$ cat src/rtl/mbx_pkg.sv
`timescale 1ns/1ps
package mbx_pkg;
    localparam int BYTE_W = 8;

    // host command codes
    localparam logic [BYTE_W-1:0] CODE_START = 8'h01;
    localparam logic [BYTE_W-1:0] CODE_CLOSE = 8'h03;
    localparam logic [BYTE_W-1:0] CODE_ABORT = 8'h22;

    // frame markers presented on the data port
    localparam logic [BYTE_W-1:0] MARK_HEAD = 8'h01;
    localparam logic [BYTE_W-1:0] MARK_TAIL = 8'h03;

    // status bit positions
    localparam int SB_OBF = 0;
    localparam int SB_IBF = 1;
    localparam int SB_F0  = 2;
    localparam int SB_A2  = 3;
    localparam int SB_RDY = 4;
    localparam int SB_IBR = 5;

    typedef enum logic [2:0] {
        ST_IDLE,
        ST_RECV,
        ST_CLOSE,
        ST_HEAD,
        ST_BODY,
        ST_DRAIN,
        ST_TAIL
    } mbx_state_e;

    typedef enum logic [1:0] {
        OB_HEAD,
        OB_BODY,
        OB_TAIL
    } ob_src_e;
endpackage

$ cat src/rtl/mbx_inbuf.sv
`timescale 1ns/1ps
module mbx_inbuf #(
    parameter int W = 8
) (
    input  logic         clk,
    input  logic         rst_n,
    input  logic         flush,
    input  logic         load,
    input  logic [W-1:0] load_data,
    input  logic         load_last,
    output logic         full,
    input  logic         out_ready,
    output logic [W-1:0] out_data,
    output logic         out_last
);
    always_ff @(posedge clk) begin
        if (!rst_n) begin
            full     <= 1'b0;
            out_data <= '0;
            out_last <= 1'b0;
        end else if (flush) begin
            full     <= 1'b0;
            out_last <= 1'b0;
        end else if (load) begin
            full     <= 1'b1;
            out_data <= load_data;
            out_last <= load_last;
        end else if (full && out_ready) begin
            full <= 1'b0;
        end
    end
endmodule

$ cat src/rtl/mbx_outbuf.sv
`timescale 1ns/1ps
module mbx_outbuf #(
    parameter int W = 8
) (
    input  logic         clk,
    input  logic         rst_n,
    input  logic         flush,
    input  logic         load,
    input  logic [W-1:0] load_data,
    input  logic         load_flag,
    input  logic         take,
    output logic         full,
    output logic         flag,
    output logic [W-1:0] data
);
    always_ff @(posedge clk) begin
        if (!rst_n) begin
            full <= 1'b0;
            flag <= 1'b0;
            data <= '0;
        end else if (flush) begin
            full <= 1'b0;
            flag <= 1'b0;
        end else if (load) begin
            full <= 1'b1;
            flag <= load_flag;
            data <= load_data;
        end else if (full && take) begin
            full <= 1'b0;
            flag <= 1'b0;
        end
    end
endmodule

$ cat src/rtl/mbx_ctrl.sv
`timescale 1ns/1ps
module mbx_ctrl
    import mbx_pkg::*;
#(
    parameter int W = BYTE_W
) (
    input  logic         clk,
    input  logic         rst_n,
    input  logic         cmd_wr,
    input  logic [W-1:0] cmd_code,
    input  logic         data_wr,
    input  logic         in_full,
    input  logic         out_full,
    input  logic         rsp_valid,
    input  logic         rsp_last,
    output logic         rdy,
    output logic         ibr,
    output logic         flush,
    output logic         in_load,
    output logic         in_eoc,
    output logic         out_load,
    output ob_src_e      out_src,
    output logic         rsp_ready,
    output logic         abort_pulse,
    output logic         proto_err
);
    mbx_state_e st, nxt;
    logic       cancel, start, close;

    assign cancel = cmd_wr && (cmd_code == CODE_ABORT);
    assign start  = cmd_wr && (cmd_code == CODE_START);
    assign close  = cmd_wr && (cmd_code == CODE_CLOSE);

    // state register
    always_ff @(posedge clk) begin
        if (!rst_n) st <= ST_IDLE;
        else        st <= nxt;
    end

    // next-state logic
    always_comb begin
        nxt = st;
        if (cancel) begin
            nxt = ST_IDLE;
        end else begin
            unique case (st)
                ST_IDLE:  if (start) nxt = ST_RECV;
                ST_RECV:  if (close && !in_full) nxt = ST_CLOSE;
                ST_CLOSE: if (!in_full) nxt = ST_HEAD;
                ST_HEAD:  if (!out_full) nxt = ST_BODY;
                ST_BODY:  if (rsp_valid && !out_full && rsp_last) nxt = ST_DRAIN;
                ST_DRAIN: if (!out_full) nxt = ST_TAIL;
                ST_TAIL:  if (!out_full) nxt = ST_IDLE;
                default:  nxt = ST_IDLE;
            endcase
        end
    end

    // outputs
    always_comb begin
        rdy       = 1'b0;
        ibr       = 1'b0;
        flush     = cancel;
        in_load   = 1'b0;
        in_eoc    = cmd_wr;
        out_load  = 1'b0;
        out_src   = OB_BODY;
        rsp_ready = 1'b0;
        unique case (st)
            ST_IDLE: rdy = 1'b1;
            ST_RECV: begin
                ibr     = 1'b1;
                in_load = !cancel && !in_full && (data_wr || close);
            end
            ST_CLOSE: begin
                out_load = !cancel && !in_full;
                out_src  = OB_HEAD;
            end
            ST_HEAD: ;
            ST_BODY: begin
                rsp_ready = !cancel && !out_full;
                out_load  = !cancel && !out_full && rsp_valid;
                out_src   = OB_BODY;
            end
            ST_DRAIN: begin
                out_load = !cancel && !out_full;
                out_src  = OB_TAIL;
            end
            ST_TAIL: ;
            default: ;
        endcase
    end

    // abort pulse and sticky protocol error
    always_ff @(posedge clk) begin
        if (!rst_n) begin
            abort_pulse <= 1'b0;
            proto_err   <= 1'b0;
        end else begin
            abort_pulse <= cancel;
            if (data_wr && (st != ST_RECV || in_full)) proto_err <= 1'b1;
        end
    end
endmodule

$ cat src/rtl/cmd_mailbox.sv
`timescale 1ns/1ps
module cmd_mailbox
    import mbx_pkg::*;
(
    input  logic              clk,
    input  logic              rst_n,
    input  logic              host_sel,
    input  logic              host_wr,
    input  logic              host_rd,
    input  logic [BYTE_W-1:0] host_wdata,
    output logic [BYTE_W-1:0] host_rdata,
    output logic              cmd_valid,
    input  logic              cmd_ready,
    output logic [BYTE_W-1:0] cmd_data,
    output logic              cmd_last,
    input  logic              rsp_valid,
    output logic              rsp_ready,
    input  logic [BYTE_W-1:0] rsp_data,
    input  logic              rsp_last,
    output logic              abort_pulse,
    output logic              proto_err
);
    logic              cmd_wr, data_wr, data_rd;
    logic              rdy, ibr, flush;
    logic              in_load, in_eoc, in_full;
    logic              out_load, out_full, out_flag;
    logic [BYTE_W-1:0] out_data, ob_byte, ib_byte;
    logic              ob_flag;
    ob_src_e           out_src;
    logic [7:0]        status_byte;

    assign cmd_wr  = host_wr && host_sel;
    assign data_wr = host_wr && !host_sel;
    assign data_rd = host_rd && !host_sel;

    mbx_ctrl #(.W(BYTE_W)) u_ctrl (
        .clk         (clk),
        .rst_n       (rst_n),
        .cmd_wr      (cmd_wr),
        .cmd_code    (host_wdata),
        .data_wr     (data_wr),
        .in_full     (in_full),
        .out_full    (out_full),
        .rsp_valid   (rsp_valid),
        .rsp_last    (rsp_last),
        .rdy         (rdy),
        .ibr         (ibr),
        .flush       (flush),
        .in_load     (in_load),
        .in_eoc      (in_eoc),
        .out_load    (out_load),
        .out_src     (out_src),
        .rsp_ready   (rsp_ready),
        .abort_pulse (abort_pulse),
        .proto_err   (proto_err)
    );

    assign ib_byte = in_eoc ? CODE_CLOSE : host_wdata;

    mbx_inbuf #(.W(BYTE_W)) u_inbuf (
        .clk       (clk),
        .rst_n     (rst_n),
        .flush     (flush),
        .load      (in_load),
        .load_data (ib_byte),
        .load_last (in_eoc),
        .full      (in_full),
        .out_ready (cmd_ready),
        .out_data  (cmd_data),
        .out_last  (cmd_last)
    );
    assign cmd_valid = in_full;

    always_comb begin
        unique case (out_src)
            OB_HEAD: begin ob_byte = MARK_HEAD; ob_flag = 1'b1; end
            OB_TAIL: begin ob_byte = MARK_TAIL; ob_flag = 1'b1; end
            default: begin ob_byte = rsp_data;  ob_flag = 1'b0; end
        endcase
    end

    mbx_outbuf #(.W(BYTE_W)) u_outbuf (
        .clk       (clk),
        .rst_n     (rst_n),
        .flush     (flush),
        .load      (out_load),
        .load_data (ob_byte),
        .load_flag (ob_flag),
        .take      (data_rd),
        .full      (out_full),
        .flag      (out_flag),
        .data      (out_data)
    );

    always_comb begin
        status_byte         = '0;
        status_byte[SB_OBF] = out_full;
        status_byte[SB_IBF] = in_full;
        status_byte[SB_F0]  = out_full && out_flag;
        status_byte[SB_A2]  = 1'b0;
        status_byte[SB_RDY] = rdy;
        status_byte[SB_IBR] = ibr;
    end

    assign host_rdata = host_sel ? status_byte : out_data;
endmodule

$ cat config.mk
export PLATFORM = sky130hd
export DESIGN_NAME = cmd_mailbox
export DESIGN_NICKNAME = d
export VERILOG_FILES = /design/src/rtl/mbx_pkg.sv /design/src/rtl/mbx_inbuf.sv /design/src/rtl/mbx_outbuf.sv /design/src/rtl/mbx_ctrl.sv /design/src/rtl/cmd_mailbox.sv
export SDC_FILE = /design/constraint.sdc
export NUM_CORES = 1
export LEC_CHECK = 0
export BUFFER_PORTS_ARGS = -buffer_cell sky130_fd_sc_hd__buf_2
export CAP_MARGIN = 20
export CORE_ASPECT_RATIO = 0.9
export CORE_UTILIZATION = 51
export CTS_BUF_LIST = sky130_fd_sc_hd__clkbuf_4
export DETAILED_ROUTE_END_ITERATION = 8
export PLACE_DENSITY = 0.85
export RECOVER_POWER = 100
export SYNTH_ARGS = -nofsm -noshare
export SYNTH_HDL_FRONTEND = slang
export SYNTH_SLANG_ARGS = --single-unit
$ cat constraint.sdc
create_clock -name clk -period 2.1 [get_ports clk]
set_input_delay 0.42 -clock clk [delete_from_list [all_inputs] [get_ports clk]]
set_output_delay 0.42 -clock clk [all_outputs]
set_load 0.01 [all_outputs]
==> results of run 1 <==
## layout make-up
cell class / instances / area, um2 / area share, %
inverters: 6 / 22.52 / 1.431
well taps: 27 / 33.78 / 2.146
repair buffers: 51 / 245.2 / 15.58
clock buffers: 4 / 30.03 / 1.908
flip-flops and latches: 25 / 500.5 / 31.80
multi-input cells: 117 / 742.0 / 47.14
## power breakdown
part / switching, uW / leakage (uW) / internal, uW
registers: 7.61 / 0.000202 / 483
clock network: 145 / 0.0000184 / 87.2
logic: 75.2 / 0.000413 / 63.4
## worst register-to-register path: stages (launching register included)
cell and delay, ns:
dfxtp_1 0.45, buf_4 0.20, nor2b_2 0.29, nand3_1 0.22, a21o_1 0.35, nand3_1 0.15, o21ai_0 0.10
## synthesized netlist by cell type, types with 2 or more instances
cell type   n
a21oi_1     7
a31oi_1     2
nand2b_1    6
nor2_1      6
a21boi_1    6
a21o_1      2
o21ai_1     7
nand2_1    11
o21ai_0     4
nand3b_1    2
o311ai_1    2
mux2_2      3
nand3_1    24
buf_2       2
dfxtp_1    25
clkbuf_1    7
o311a_1     2
o211a_1     2
nor2b_1     7
inv_1       5
nor3b_1     2
## through the flow
step,cells,utilization [%]
2_1_floorplan,158,-
3_3_place_gp,226,68.75
3_5_place_dp,226,68.75
4_1_cts,230,70.07
5_1_grt,230,68.97
6_report,230,68.97
## flip-flops by register name, summed over array words and instances, names as in the netlist
signal and cells:
u_ctrl.proto_err 1, u_outbuf.flag 1, u_ctrl.st 3, u_inbuf.out_last 1, u_ctrl.abort_pulse 1, u_inbuf.out_data 8, u_outbuf.data 8, u_outbuf.full 1
u_inbuf.full 1
## final timing paths
path	startpoint	end	slack, ns	cells past startpoint
setup / recovery	u_ctrl.st[0]	host_rdata[5]	0.08	4
hold / removal	rsp_data[6]	u_outbuf.data[6]	0.34	3
setup reg to reg	u_ctrl.st[0]	u_inbuf.out_data[3]	0.22	6
hold reg to reg	u_outbuf.data[4]	u_outbuf.data[4]	0.48	2
## metal layers
metal  GRT usage (%)  share of wire [%]  routed length [um]  up-vias
li1                -                  -                   -      658
met1           29.71                 42                1343      611
met2           44.38                 50                1608       46
met3           5.249                6.6                 212        4
met4           4.583                1.1                  34        0
met5               0                  0                   0        -
## repair_timing
item                                    in CTS  in global routing
hold buffers                                 0                  0
endpoints found under the setup margin       0                  5
resized for setup                            0                  1
## kinds of logic after synthesis
family                 synth area share (%)
AO/OA/AOI/OAI                         22.96
buffers and inverters                 4.803
AND/OR/NAND/NOR                       30.07
flip-flops                            38.42
multiplexers                          3.746
==> results.cfg, run 1 <==
[cells_and_area]
layout_common_cells = buf_2 (26), dfxtp_1 (25), nand3_1 (24)
syn_to_final_growth_pct = 20.85
layout_commonest_cell = buf_2
diodes_inserted = 0
final_cell_area_um2 = 1574
final_layout_size_suffix_gt1_share_pct = 24.63
fillCellCount = 212
final_layout_net_count = 228

[placed_design]
placement.cell_area_um2 = 1569
pre_cts_ws_ns = 0.1016
hpwlAfterDp_mm = 2.359
port_buffers = 44
routabilityCongestion = 0.9051

[floorplanning]
initial_core_utilization_pct = 57.07
io-pin-count = 45
die_width_um = 55.27
die_h_um = 49.94
dieArea_um2 = 2760
rows = 16
core_area_um2 = 2282

[clocking]
clk_pin_slew_worst_paths_ns = 0.14
cts-root-to-sink-buffers = 2
cts-buffers-inserted = 3
cts_post_setup_buffers_inserted = 0
clock_latency_ns = 0.32
clock_tree.root_cell = clkbuf_4
cts_num_sinks = 25
htreeDepth = 1
cts_tree = built

[timing]
timing.final.max_slew_violations = 0
hold_violations = 0
clock-skew-final_ns = 0.006263
unrepaired_setup_endpoints_after_global_routing = no
finalSetupViolCount = 0
hold_slack_ns = 0.3392
maxSlewHeadroom_pct = 58.72
fin_setup_tns_ns = 0
worst-slew-pin-transition_ns = 0.6193
max_clock_freq_mhz = 494.4
finalCritPeriodShare_pct = 96.33
timing.final.crit_period_ns = 2.023
setup_slack_ns = 0.07716

[yosys]
post_synth_main_area_contributors = dfxtp_1 (38%), nand3_1 (9.2%), a21boi_1 (3.5%)
ys.warnings.count = 0
synth.ff_latch_count = 25
synthesis.instances = 158
yosysSeqAreaShare_pct = 38.42
synth_top_cell_area_share_pct = 38.42
post_synth_num_cell_types = 45
syn-cell-area_um2 = 1302
ys_dominant_reg_cell = dfxtp_1
post-synth-top-area-cell = dfxtp_1
synth_enable_flop_cells = 0
syn-mean-instance-area_um2 = 8.244
async_flop_share_pct = 0
postSynthNetCount = 182

[global_routing]
globalRoute.totalOverflow = 0
grtUsageTotal_pct = 24.38
grt_first_pass_wirelength_mm = 5.416
grt_pass1_vias = 1225
grt_max_degree = 25
number_of_antenna_violations_at_the_first_check_in_global_routing = 0

[route]
via_count = 1319
drt_first_iter_violations = 45
remaining_drc_errors = 0
postRouteWirelength_mm = 3.198
count_of_antenna_violating_nets_left_after_detailed_routing = 0
avgViaCountPerCell = 5.735
route.detailed.wl_per_inst_um = 13.90
firstDrtPassIters = 4

[setup_path]
worstSetupPathType = flop to primary output
critPathLaunchType = flop
critical_path.n_buffers_inverters = 2
worst_path_cell_chain = buf_4, nor2b_2, a31o_2, buf_2
worst-endpoint-arrival_ns = 1.60
cp_max_fo = 10
crit_required_ns = 1.68
slowest_stage = dfxtp_1
cpLargestDelayFamily = flip-flops
cpPeakStageDelay_ns = 0.45
worst_setup_path_end_kind = primary output

[power_and_ir_drop]
leakage_uw = 0.0006325
vdd_drop_max_uv = 459.7
p_total_uw = 861.5
power_per_cell_area_nw_per_um2 = 547.3

[status]
outcome = finished clean

[flow_run]
drv.max_cap_violation_count = 0

[min_path]
hold_path_class = primary input to flop
Power figures use the tool's default switching activity.
==> run 2, diff against run 1 <==
CORE_UTILIZATION = 55   (was 51)
PLACE_DENSITY = 0.91   (was 0.85)
clock period = 2.4 ns   (was 2.1 ns; I/O delays follow)
==> run 2 against run 1 <==
  * Sequential cell count did not move
  * Sequential share of layout area is 1.6 points higher
  * Hold slack gained 0.073 ns
  * Worst setup slack better by 0.11 ns
  * Count of clock-buffer cells in the layout shrank 1
  * Combinational power decreased by 24%
  * Sequential power shrank 12%
  * Critical path depth down 1
  * Critical path type unchanged
==> results.cfg, run 2 (synthesis gave the netlist of run 1 again) <==
[route]
route.detailed.wl_per_inst_um = 13.71
remaining_drc_errors = 0
postRouteWirelength_mm = 3.058
firstDrtPassIters = 5
drt_first_iter_violations = 46
avgViaCountPerCell = 5.883
via_count = 1312
count_of_antenna_violating_nets_left_after_detailed_routing = 0

[min_path]
min_path_cells = 3
hold_path_class = primary input to flop
hold_path_startpoint = rsp_data[3]
worstHoldEndpoint = u_outbuf.data[3]

[timing]
worst-slew-pin-transition_ns = 0.8409
finalCritPeriodShare_pct = 92.24
fin_setup_tns_ns = 0
hold_violations = 0
clock-skew-final_ns = 0.002080
maxSlewHeadroom_pct = 43.46
max_clock_freq_mhz = 451.7
timing.final.max_slew_violations = 0
timing.final.crit_period_ns = 2.214
unrepaired_setup_endpoints_after_global_routing = no
finalSetupViolCount = 0

[power_and_ir_drop]
intPower_uw = 532.8
p_total_uw = 725.1
power.switching_fraction_pct = 26.52
leakage_uw = 0.0005854
power_frac_comb_pct = 14.5
vdd_drop_max_uv = 498.0
power_per_cell_area_nw_per_um2 = 484.2
pwr-share-seq_pct = 59.8
power.clock.fraction_pct = 25.6
p_switching_uw = 192.3

[setup_path]
cp_max_fo = 16
crit_required_ns = 1.92
critPathLaunchType = flop
regToRegSetupSlack_ns = 0.35
worstSetupPathType = flop to primary output
regToRegStartpoint = u_ctrl.st[1]
timing.rr.end = u_outbuf.data[1]
worst-endpoint-arrival_ns = 1.73
worst_setup_path_end_kind = primary output
reg2reg_depth = 5

[clocking]
htreeDepth = 1
cts.repair.resized = 0
cts_tree = built
ctsHoldBuffers = 0
clk_pin_slew_worst_paths_ns = 0.13
cts_post_setup_buffers_inserted = 0
cts_num_sinks = 25
cts-buffers-inserted = 3
clock_latency_ns = 0.32
clock_tree.root_cell = clkbuf_4
cts-root-to-sink-buffers = 2

[floorplanning]
rows = 16
core_area_um2 = 2202
io-pin-count = 45
die_width_um = 53.30
dieArea_um2 = 2567
die_h_um = 48.17
initial_core_utilization_pct = 59.15

[global_routing]
number_of_antenna_violations_at_the_first_check_in_global_routing = 0
globalRoute.totalOverflow = 0
grt_first_pass_wirelength_mm = 4.429
grt_pass1_vias = 1053
grtUsageTotal_pct = 24.09
grt_max_degree = 26

[status]
outcome = finished clean

[cells_and_area]
layout_commonest_cell = dfxtp_1
final_layout_size_suffix_gt1_share_pct = 18.37
layout_common_cells = dfxtp_1 (25), nand3_1 (24), buf_2 (23)
diodes_inserted = 0
layout_top_registers = u_inbuf.out_data: 8 flops, u_outbuf.data: 8 flops, u_ctrl.st: 3 flops
final_layout_net_count = 221
syn_to_final_growth_pct = 14.99

[placed_design]
routabilityCongestion = 0.8049
port_buffers = 44
hpwlAfterDp_mm = 2.237

[flow_run]
drv.max_cap_violation_count = 0
run 2: cell count changes in the layout (fill, tap and decap cells not counted), sizes merged:
cell,change
clkinv,+1
buf,-8
run 2: power by group through the flow:
stage	Combinational (uW)	Sequential (uW)	Clock (uW)
floorplan	73.6	439	0
global placement	107	442	0
detailed placement	110	443	0
CTS	112	433	191
global route	115	435	211
finish	105	434	186
run 2: worst max-delay path by stage:
stage	startpoint	to	slack, ns	cells after the start
6_report	u_ctrl.st[0]	host_rdata[5]	0.19	3
4_1_cts	host_wdata[2]	rsp_ready	0.28	5
3_3_place_gp	host_wdata[2]	rsp_ready	0.31	5
5_1_grt	u_ctrl.st[0]	host_rdata[5]	0.13	3
3_5_place_dp	host_wdata[2]	rsp_ready	0.28	5
2_1_floorplan	host_sel	host_rdata[1]	0.50	3
run 2: layout make-up:
class                           count  area [um2]
Tap cell                           27       33.78
Fill cell                         197       704.4
Inverter                            6       22.52
Multi-Input combinational cell    117       719.4
Sequential cell                    25       500.5
Timing Repair Buffer               44       193.9
Clock buffer                        3       22.52
Clock inverter                      1       5.005
run 2: critical path, cell delays in order, from the launching register on:
cell and delay [ns]:
dfxtp_1 0.61, nor2b_1 0.44, a31o_2 0.23, clkbuf_1 0.15
run 2: routing by layer:
metal / share of wire, % / global-route usage [%]
met4: 0.95 / 4.737
met5: 0 / 0
met3: 7.4 / 7.165
met2: 49 / 43.25
met1: 43 / 29.03
run 2: metrics by stage:
stage / hold slack [ns] / cell area (um2) / setup slack, ns / std cells / utilization, %
6_report: 0.4117 / 1498 / 0.1862 / 223 / 68.01
5_1_grt: 0.4049 / 1498 / 0.1264 / 223 / 68.01
4_1_cts: 0.4011 / 1544 / 0.2766 / 223 / 70.11
3_5_place_dp: 0.4494 / 1516 / 0.2759 / 219 / 68.86
3_3_place_gp: 0.4332 / 1516 / 0.3147 / 219 / 68.86
2_1_floorplan: 0.4262 / 1303 / 0.4981 / 158 / -
==> run 3, diff against run 2 <==
==> constraint.sdc (replaced) <==
create_clock -name clk -period 2.4 [get_ports clk]
set_input_delay 0.36 -clock clk [delete_from_list [all_inputs] [get_ports clk]]
set_output_delay 0.36 -clock clk [all_outputs]
set_load 0.01 [all_outputs]
==> run 3 against run 2 <==
  * Hold slack got worse by 0.14 ns
  * Die area did not move
  * Clock power hardly changed
  * Routed wire length up 2.2%
  * Design area rose by 0.67%
  * Register-to-register slack got worse by 0.13 ns
  * First-iteration DRC count down 43%
  * Sequential share of layout area decreased by 0.22 points
  * Worst setup slack improved by 0.031 ns
  * Highest routed layer unchanged
  * Largest power group unchanged
  * Combinational power hardly changed
  * Global-route usage grew 0.72 points
==> results.cfg, run 3 (synthesis gave the netlist of run 1 again) <==
[clocking]
cts-root-to-sink-buffers = 2
htreeDepth = 1
cts_tree = built
cts.repair.resized = 0
cts-buffers-inserted = 3
clk_pin_slew_worst_paths_ns = 0.14
cts_num_sinks = 25
clock_tree.root_cell = clkbuf_4
clock_latency_ns = 0.33
cts_post_setup_buffers_inserted = 0
ctsHoldBuffers = 0

[timing]
clock-skew-final_ns = 0.01166
fin_setup_tns_ns = 0
timing.final.max_slew_violations = 0
maxSlewHeadroom_pct = 56.41
finalCritPeriodShare_pct = 90.93
max_clock_freq_mhz = 458.2
timing.final.crit_period_ns = 2.182
finalSetupViolCount = 0
unrepaired_setup_endpoints_after_global_routing = no
hold_violations = 0
worst-slew-pin-transition_ns = 0.6514
setup_slack_ns = 0.2177

[setup_path]
critical_path.n_buffers_inverters = 0
cpPeakStageDelay_ns = 0.58
worst_path_cell_chain = nor4b_1, a21oi_1, nor2_1, o211ai_1, o211a_1
regToRegStartpoint = u_ctrl.st[1]
timing.rr.end = u_outbuf.data[1]
cp_max_fo = 12
worst_setup_path_end_kind = flop
worst-endpoint-arrival_ns = 2.40
reg2reg_depth = 5
slowest_stage = dfxtp_1
regToRegSetupSlack_ns = 0.22
critPathLaunchType = flop
worstSetupPathType = flop to flop
cpLargestDelayFamily = simple AND/OR/NAND/NOR gates
crit_required_ns = 2.62

[placed_design]
placement.cell_area_um2 = 1516
port_buffers = 44
hpwlAfterDp_mm = 2.344
placedCellCount = 219
routabilityCongestion = 0.8705
pre_cts_ws_ns = 0.2800

[cells_and_area]
multiInputGateArea_um2 = 728.2
syn_to_final_growth_pct = 15.75
layout_top_registers = u_inbuf.out_data: 8 flops, u_outbuf.data: 8 flops, u_ctrl.st: 3 flops
final-seq-area_um2 = 500.5
diodes_inserted = 0
final_layout_net_count = 221
final_core_density_pct = 68.47
final_layout_size_suffix_gt1_share_pct = 18.88
fin_cells = 223
layout_commonest_cell = dfxtp_1
fillCellCount = 210
final_cell_area_um2 = 1508
layout_common_cells = dfxtp_1 (25), nand3_1 (24), buf_2 (24)

[route]
via_count = 1314
count_of_antenna_violating_nets_left_after_detailed_routing = 0
remaining_drc_errors = 0
drt_first_iter_violations = 26
avgViaCountPerCell = 5.892
firstDrtPassIters = 4
postRouteWirelength_mm = 3.126
route.detailed.wl_per_inst_um = 14.02

[global_routing]
globalRoute.totalOverflow = 0
grt_pass1_vias = 1029
grtUsageTotal_pct = 24.82
grt_max_degree = 26
number_of_antenna_violations_at_the_first_check_in_global_routing = 0
grt_first_pass_wirelength_mm = 4.567

[flow_run]
drv.max_cap_violation_count = 0

[power_and_ir_drop]
leakage_uw = 0.0005883
vdd_drop_max_uv = 389.1
power_frac_comb_pct = 14.5
power.clock.fraction_pct = 25.9
intPower_uw = 532.0
power_per_cell_area_nw_per_um2 = 482.7
power.switching_fraction_pct = 26.90
pwr-share-seq_pct = 59.7
p_switching_uw = 195.7

[min_path]
min_path_cells = 3
worstHoldEndpoint = u_outbuf.data[2]
hold_path_startpoint = rsp_data[2]
hold_path_class = primary input to flop

[floorplanning]
die_h_um = 48.17
core_area_um2 = 2202
initial_core_utilization_pct = 59.15
dieArea_um2 = 2567
rows = 16
io-pin-count = 45
die_width_um = 53.30

[status]
outcome = finished clean
[run 3: final cells by class]
type,count,share of cell area (%)
clock buffers,3,1.494
clock inverters,1,0.3319
inverters,6,1.494
well taps,27,2.241
repair buffers,44,12.95
multi-input cells,117,48.30
flip-flops and latches,25,33.19
[run 3: tightest hold or removal path, cell delays in order]
cell and delay, ns:
buf_2 0.09, nand3_1 0.05, a21boi_0 0.07
[run 3: per-layer routing]
layer	global-route usage (%)	part of all wire, %	up-vias	wire length [um]
met1	28.79	43	603	1339
li1	-	-	644	-
met5	0	0	-	0
met3	2.804	5.4	7	169
met2	47.50	50	60	1575
met4	9.474	1.3	0	42
[run 3: worst max path at each step]
stage | slack (ns) | endpoint | cells after the start | from
2_1_floorplan | 0.64 | u_ctrl.st[0] | 5 | host_wdata[2]
3_3_place_gp | 0.45 | u_ctrl.st[0] | 6 | host_wdata[2]
3_5_place_dp | 0.28 | u_outbuf.data[1] | 5 | u_ctrl.st[1]
4_1_cts | 0.25 | u_outbuf.data[1] | 5 | u_ctrl.st[1]
5_1_grt | 0.10 | u_outbuf.data[7] | 5 | u_ctrl.st[2]
6_report | 0.22 | u_outbuf.data[1] | 5 | u_ctrl.st[1]
[run 3: through the flow]
step | power [uW] | hold WS (ns)
after CTS | 734.9 | 0.2652
after global placement | 549.5 | 0.4360
final | 727.7 | 0.2766
after floorplan | 512.5 | 0.4262
after global routing | 752.6 | 0.2921
after detailed placement | 553.6 | 0.4444
[run 3: power groups by stage]
stage                     clock, uW  sequential, uW  combinational (uW)
after floorplan                   0             439                73.6
after global placement            0             442                 107
after detailed placement          0             443                 111
after CTS                       189             434                 112
after global routing            201             436                 115
final                           188             434                 105
